[src/rtl/sdm_pkg.sv]
package sdm_pkg;
  localparam int ACC_W  = 12;
  localparam int INT_W  = 16;
  localparam int OFS_W  = 4;
  localparam int STAGES = 3;

  typedef logic [ACC_W-1:0] acc_t;

  typedef struct packed {
    logic [INT_W-1:0] intVal;
    acc_t             fracVal;
    acc_t             modVal;
    logic             dither;
  } sdm_cfg_t;

  typedef struct packed {
    logic step;
    logic clear;
  } sdm_strobe_t;
endpackage

[src/rtl/sdm_lfsr.sv]
module sdm_lfsr #(
  parameter int             WIDTH = 21,
  parameter logic [WIDTH-1:0] TAPS  = 21'h140000,
  parameter logic [WIDTH-1:0] SEED  = 21'h000001
) (
  input  logic             clk,
  input  logic             rst,
  input  logic             advance,
  output logic [WIDTH-1:0] state
);
  logic feedback;
  assign feedback = ^(state & TAPS);

  always_ff @(posedge clk) begin
    if (rst)          state <= SEED;
    else if (advance) state <= {state[WIDTH-2:0], feedback};
  end


  lfsr_live_chk: assert property (@(posedge clk) disable iff (rst) state != '0)
    else $error("lfsr reached all-zero state");
endmodule

[src/rtl/sdm_accum.sv]
module sdm_accum
  import sdm_pkg::*;
(
  input  logic clk,
  input  logic rst,
  input  logic step,
  input  logic clear,
  input  acc_t modVal,
  input  acc_t addend,
  output acc_t accQ,
  output acc_t accNext,
  output logic carry
);
  logic [ACC_W:0] rawSum;
  logic [ACC_W:0] wrapped;

  always_comb begin
    rawSum  = {1'b0, accQ} + {1'b0, addend};
    carry   = (rawSum >= {1'b0, modVal});
    wrapped = rawSum - {1'b0, modVal};
    accNext = carry ? wrapped[ACC_W-1:0] : rawSum[ACC_W-1:0];
  end

  always_ff @(posedge clk) begin
    if (rst || clear) accQ <= '0;
    else if (step)    accQ <= accNext;
  end


  acc_bound_chk: assert property (@(posedge clk) disable iff (rst) accQ < modVal)
    else $error("accumulator not below modulus");
endmodule

[src/rtl/sdm_ctrl.sv]
module sdm_ctrl
  import sdm_pkg::*;
#(
  parameter int DITHER_MIN_MOD = 50
) (
  input  logic        clk,
  input  logic        rst,
  input  logic        phaseEn,
  input  logic        cfgLoad,
  input  sdm_cfg_t    cfgIn,
  output sdm_cfg_t    cfgReg,
  output sdm_strobe_t strobe,
  output logic        cfgIllegal
);
  localparam acc_t MIN_MOD  = acc_t'(2);
  localparam acc_t DITH_MIN = acc_t'(DITHER_MIN_MOD);

  logic modOk, fracOk, ditherOk, isLegal;

  always_comb begin
    modOk    = cfgIn.modVal >= MIN_MOD;
    fracOk   = cfgIn.fracVal < cfgIn.modVal;
    ditherOk = !cfgIn.dither || (cfgIn.modVal >= DITH_MIN);
    isLegal  = modOk && fracOk && ditherOk;
  end

  assign strobe.clear = cfgLoad && isLegal;
  assign strobe.step  = phaseEn && !cfgLoad;

  always_ff @(posedge clk) begin
    if (rst) begin
      cfgReg.intVal  <= '0;
      cfgReg.fracVal <= '0;
      cfgReg.modVal  <= MIN_MOD;
      cfgReg.dither  <= 1'b0;
      cfgIllegal     <= 1'b0;
    end else if (cfgLoad) begin
      if (isLegal) begin
        cfgReg     <= cfgIn;
        cfgIllegal <= 1'b0;
      end else begin
        cfgIllegal <= 1'b1;
      end
    end
  end


  dither_min_chk: assert property (@(posedge clk) disable iff (rst)
    cfgReg.dither |-> (cfgReg.modVal >= DITH_MIN))
    else $error("dither active with small modulus");


  frac_range_chk: assert property (@(posedge clk) disable iff (rst)
    cfgReg.fracVal < cfgReg.modVal)
    else $error("active fraction not below modulus");


  reject_hold_chk: assert property (@(posedge clk) disable iff (rst)
    (cfgLoad && !isLegal) |=> (cfgIllegal && $stable(cfgReg)))
    else $error("refused update changed settings");
endmodule

[src/rtl/sdm_datapath.sv]
module sdm_datapath
  import sdm_pkg::*;
#(
  parameter int               LFSR_W    = 21,
  parameter logic [LFSR_W-1:0] LFSR_TAPS = 21'h140000,
  parameter logic [LFSR_W-1:0] LFSR_SEED = 21'h000001
) (
  input  logic                    clk,
  input  logic                    rst,
  input  sdm_cfg_t                cfg,
  input  sdm_strobe_t             strobe,
  output logic signed [OFS_W-1:0] divOffset,
  output logic [INT_W-1:0]        divRatio
);
  acc_t stageIn   [STAGES];
  acc_t stageQ    [STAGES];
  acc_t stageNext [STAGES];
  logic stageCarry[STAGES];

  logic [LFSR_W-1:0] lfsrState;
  logic              ditherBit;

  sdm_lfsr #(.WIDTH(LFSR_W), .TAPS(LFSR_TAPS), .SEED(LFSR_SEED)) lfsr_i (
    .clk    (clk),
    .rst    (rst),
    .advance(strobe.step),
    .state  (lfsrState)
  );

  assign ditherBit = cfg.dither & lfsrState[0];

  for (genvar g = 0; g < STAGES; g++) begin : g_stage
    if (g == 0) begin : g_first
      assign stageIn[g] = cfg.fracVal + acc_t'(ditherBit);
    end else begin : g_chain
      assign stageIn[g] = stageNext[g-1];
    end
    sdm_accum accum_i (
      .clk    (clk),
      .rst    (rst),
      .step   (strobe.step),
      .clear  (strobe.clear),
      .modVal (cfg.modVal),
      .addend (stageIn[g]),
      .accQ   (stageQ[g]),
      .accNext(stageNext[g]),
      .carry  (stageCarry[g])
    );
  end

  logic c2Prev, c3Prev, c3Prev2;
  logic signed [OFS_W-1:0] offsetNext;

  always_comb begin
    int sum;
    sum = int'(stageCarry[0])
        + int'(stageCarry[1]) - int'(c2Prev)
        + int'(stageCarry[2]) - 2 * int'(c3Prev) + int'(c3Prev2);
    offsetNext = OFS_W'(sum);
  end

  always_ff @(posedge clk) begin
    if (rst || strobe.clear) begin
      c2Prev    <= 1'b0;
      c3Prev    <= 1'b0;
      c3Prev2   <= 1'b0;
      divOffset <= '0;
    end else if (strobe.step) begin
      c2Prev    <= stageCarry[1];
      c3Prev    <= stageCarry[2];
      c3Prev2   <= c3Prev;
      divOffset <= offsetNext;
    end
  end

  assign divRatio = cfg.intVal + {{(INT_W-OFS_W){divOffset[OFS_W-1]}}, divOffset};


  offset_range_chk: assert property (@(posedge clk) disable iff (rst)
    (divOffset >= -4'sd3) && (divOffset <= 4'sd4))
    else $error("offset out of range");


  hold_chk: assert property (@(posedge clk) disable iff (rst)
    (!strobe.step && !strobe.clear) |=> $stable(divOffset))
    else $error("offset moved without step");


  clear_chk: assert property (@(posedge clk) disable iff (rst)
    strobe.clear |=> (divOffset == '0))
    else $error("offset not cleared by update");
endmodule

[src/rtl/frac_sdm_top.sv]
module frac_sdm_top
  import sdm_pkg::*;
#(
  parameter int               DITHER_MIN_MOD = 50,
  parameter int               LFSR_W         = 21,
  parameter logic [LFSR_W-1:0] LFSR_TAPS      = 21'h140000,
  parameter logic [LFSR_W-1:0] LFSR_SEED      = 21'h000001
) (
  input  logic                    clk,
  input  logic                    rst,
  input  logic                    phaseEn,
  input  logic                    cfgLoad,
  input  logic [INT_W-1:0]        cfgInt,
  input  logic [ACC_W-1:0]        cfgFrac,
  input  logic [ACC_W-1:0]        cfgMod,
  input  logic                    cfgDither,
  output logic signed [OFS_W-1:0] divOffset,
  output logic [INT_W-1:0]        divRatio,
  output logic                    cfgIllegal
);
  sdm_cfg_t    cfgIn, cfgReg;
  sdm_strobe_t strobe;

  assign cfgIn.intVal  = cfgInt;
  assign cfgIn.fracVal = cfgFrac;
  assign cfgIn.modVal  = cfgMod;
  assign cfgIn.dither  = cfgDither;

  sdm_ctrl #(.DITHER_MIN_MOD(DITHER_MIN_MOD)) ctrl_i (
    .clk       (clk),
    .rst       (rst),
    .phaseEn   (phaseEn),
    .cfgLoad   (cfgLoad),
    .cfgIn     (cfgIn),
    .cfgReg    (cfgReg),
    .strobe    (strobe),
    .cfgIllegal(cfgIllegal)
  );

  sdm_datapath #(.LFSR_W(LFSR_W), .LFSR_TAPS(LFSR_TAPS), .LFSR_SEED(LFSR_SEED)) dp_i (
    .clk      (clk),
    .rst      (rst),
    .cfg      (cfgReg),
    .strobe   (strobe),
    .divOffset(divOffset),
    .divRatio (divRatio)
  );
endmodule

[config.mk]
export PLATFORM = sky130hd
export DESIGN_NAME = frac_sdm_top
export DESIGN_NICKNAME = d
export VERILOG_FILES = /design/src/rtl/sdm_pkg.sv /design/src/rtl/sdm_lfsr.sv /design/src/rtl/sdm_accum.sv /design/src/rtl/sdm_ctrl.sv /design/src/rtl/sdm_datapath.sv /design/src/rtl/frac_sdm_top.sv
export SDC_FILE = /design/constraint.sdc
export NUM_CORES = 1
export LEC_CHECK = 0
export ABC_AREA = 1
export BUFFER_PORTS_ARGS = -buffer_cell sky130_fd_sc_hd__buf_2
export CORE_ASPECT_RATIO = 1.2
export CORE_UTILIZATION = 40
export CTS_CLUSTER_SIZE = 10
export DETAILED_ROUTE_END_ITERATION = 12
export PLACE_DENSITY_LB_ADDON = 0.08
export SYNTH_ARGS = -nofsm -noshare
export SYNTH_HDL_FRONTEND = slang
export SYNTH_SLANG_ARGS = --single-unit
[constraint.sdc]
create_clock -name clk -period 16.9 [get_ports clk]
set_input_delay 3.38 -clock clk [delete_from_list [all_inputs] [get_ports clk]]
set_output_delay 3.38 -clock clk [all_outputs]
set_load 0.02 [all_outputs]
==> flow_metrics.env <==
export IMPL_status="completed"
export IMPL_synth_edf_count=0
export IMPL_drive_above_1_share=0.0740
export IMPL_hold_worst_slack_ns=0.472
export IMPL_drc=0
export IMPL_cp_max_fo=14
export IMPL_fin_nets=1667
export IMPL_crit_slowest_cell="fa_1"
export IMPL_hold_path_depth=2
export IMPL_ctsHtreeMaxLevel=3
export IMPL_gp_congestion=0.941
export IMPL_tns_ns=0
export IMPL_die_area_um2=24000
export IMPL_ys_seq_elements=106
export IMPL_vias=9071
export IMPL_syn_area_um2=9360
export IMPL_worstSetupPathType="flip-flop to flip-flop"
export IMPL_grt_usage=0.227
export IMPL_synth_flop_cell="dfxtp_1"
export IMPL_dieHeight_um=170
export IMPL_clock_sinks=106
export IMPL_synth_area_top_cells="dfxtp_1, ha_1, nand2_1"
export IMPL_grt_pass1_vias=8637
export IMPL_via_per_inst=4.98
export IMPL_yosys_warnings=0
export IMPL_wl_mm=26.3
export IMPL_max_freq_mhz=89.9
export IMPL_clk_pin_slew_worst_paths_ns=0.08
export IMPL_dp_final_hpwl_mm=20.8
export IMPL_io_buffers=65
export IMPL_hold_buffers=0
export IMPL_r2r_cells=70
export IMPL_async_flop_share=0
export IMPL_core_um2=22700
export IMPL_ant_nets=0
export IMPL_insertion_delay_ns=0.37
export IMPL_synth_cell_types=37
export IMPL_cts_buffers_inserted=9
export IMPL_cts_setup_buffers=0
export IMPL_fin_skew_ns=0.00860
export IMPL_grt_max_degree=64
export IMPL_drt_wirelength_per_cell_um=14.5
export IMPL_cts_resized=0
export IMPL_grt_pass1_wl_mm=42.7
export IMPL_hp_class="flip-flop to flip-flop"
export IMPL_drt_initial_drc_count=495
export IMPL_setup_violations=0
export IMPL_drv_cap=0
export IMPL_hold_viol=0
export IMPL_crit_arrival_ns=11.41
export IMPL_worst_pin_slew_ns=0.723
export IMPL_gr_total_overflow=0
export IMPL_antenna_found_initial=0
export IMPL_cp_required_ns=17.18
export IMPL_period_share=0.658
export IMPL_post_route_min_period_ns=11.13
export IMPL_maxSlewHeadroom=0.518
export IMPL_synth_largest_area_cell="dfxtp_1"
export IMPL_io_pins=66
export IMPL_yosysTopAreaCellShare=0.227
export IMPL_die_w_um=142
export IMPL_rows=60
export IMPL_rsz0062_at_grt="no"
export IMPL_seq_area_frac_synth=0.227
export IMPL_critPathMaxStageDelay_ns=0.47
export IMPL_root_buffer="clkbuf_16"
export IMPL_path_common_cell="nand2_1"
export IMPL_floorplan_initialDensity=0.413
export IMPL_drt_pre_antenna_iters=6
export IMPL_area_delta_synth_final_pct=9.33
export IMPL_cts_tree="yes"
export IMPL_worst_setup_path_start_kind="flip-flop"
export IMPL_syn_num_nets=1625
export IMPL_cp_end_kind="flip-flop"
export IMPL_slew_viol_final=0
export IMPL_ctsLongestPathBuffers=2
export IMPL_syn_mean_instance_area_um2=6.39
export IMPL_diodes=0
export IMPL_syn_inst=1466
-- flip-flops by register name (all words and copies together) (netlist names) --
register,count
ctrl_i.cfgIllegal,1
ctrl_i.cfgReg,41
dp_i.c2Prev,1
dp_i.c3Prev,1
dp_i.c3Prev2,1
dp_i.divOffset,4
dp_i.g_stage.accum_i.accQ,36
dp_i.lfsr_i.state,21
-- cells in the final DEF (no fill, tap or decap), types with 3 or more instances in the layout --
cell and n:
a211oi_1 4, a21o_1 4, clkbuf_16 9, xnor2_1 25, nand3_1 128, nor3_1 8
nand4_1 16, o21ai_0 85, fa_1 9, xor2_1 46, nand2_2 15, o21ai_1 4
nor2_2 3, ha_1 105, nor2_1 207, a31oi_1 7, dfxtp_1 106, buf_4 6
nand2_1 322, buf_2 65, a21oi_1 95, inv_1 206, o21bai_1 12, o31ai_1 3
-- Yosys cell counts (8+ instances only) --
| cell type | n |
|---|---|
| xor2_1 | 46 |
| clkbuf_1 | 17 |
| buf_2 | 16 |
| inv_1 | 206 |
| nor3_1 | 8 |
| dfxtp_1 | 106 |
| fa_1 | 9 |
| xnor2_1 | 25 |
| nand3_1 | 128 |
| nor2_1 | 207 |
| ha_1 | 105 |
| nand2_2 | 15 |
| o21ai_0 | 85 |
| a21oi_1 | 96 |
| nand2_1 | 322 |
| o21bai_1 | 12 |
| nand4_1 | 16 |
-- critical path, delay by kind of cell, from the launching register on --
kind | cells | cell delay, ns
adder cells (fa/ha/maj) | 13 | 3.90
flip-flops | 1 | 0.35
buffers and inverters | 9 | 0.62
AO/OA/AOI/OAI | 6 | 0.90
XOR/XNOR | 2 | 0.40
AND/OR/NAND/NOR | 40 | 4.84
-- through the flow --
stage,std cells,setup WS [ns],instance area [µm²],utilization
after global placement,1807,6.03,9920,0.437
final,1823,5.77,10200,0.452
after detailed placement,1807,5.81,9920,0.437
after global routing,1823,4.60,10200,0.452
after CTS,1823,5.77,10200,0.452
after floorplan,1466,7.54,9360,-
-- routing by layer --
| layer | part of all wire | global-route usage |
|---|---|---|
| met1 | 0.46 | 0.281 |
| met2 | 0.48 | 0.404 |
| met3 | 0.034 | 0.0274 |
| met4 | 0.022 | 0.0734 |
| met5 | 0 | 0 |
-- cell type report --
class / instances / area (µm²)
repair buffers: 71 / 370
multi-input cells: 1112 / 6260
fillers: 2525 / 12400
clock buffers: 9 / 225
clock inverters: 7 / 95.1
inverters: 208 / 781
well taps: 310 / 388
flip-flops and latches: 106 / 2120
-- kinds of logic (layout without fill, tap and decap cells) --
family | count (synthesis) | count (layout) | synth area share
compound gates | 223 | 223 | 0.130
xor+xnor | 71 | 71 | 0.0664
fa+ha+maj | 114 | 114 | 0.160
buf+inv | 248 | 295 | 0.106
flops | 106 | 106 | 0.227
simple gates | 704 | 704 | 0.312
-- path summary, 6_finish.rpt --
path                                         from                         endpoint  slack [ns]
hold reg to reg   dp_i.g_stage[2].accum_i.accQ[8]  dp_i.g_stage[2].accum_i.accQ[8]        0.47
setup / recovery             dp_i.lfsr_i.state[0]                dp_i.divOffset[2]        5.77
hold / removal    dp_i.g_stage[2].accum_i.accQ[8]  dp_i.g_stage[2].accum_i.accQ[8]        0.47
setup reg to reg             dp_i.lfsr_i.state[0]                dp_i.divOffset[2]        5.77
Power is not shown: default switching activity piles up to over one toggle a cycle in this logic, so the estimate is an artifact.
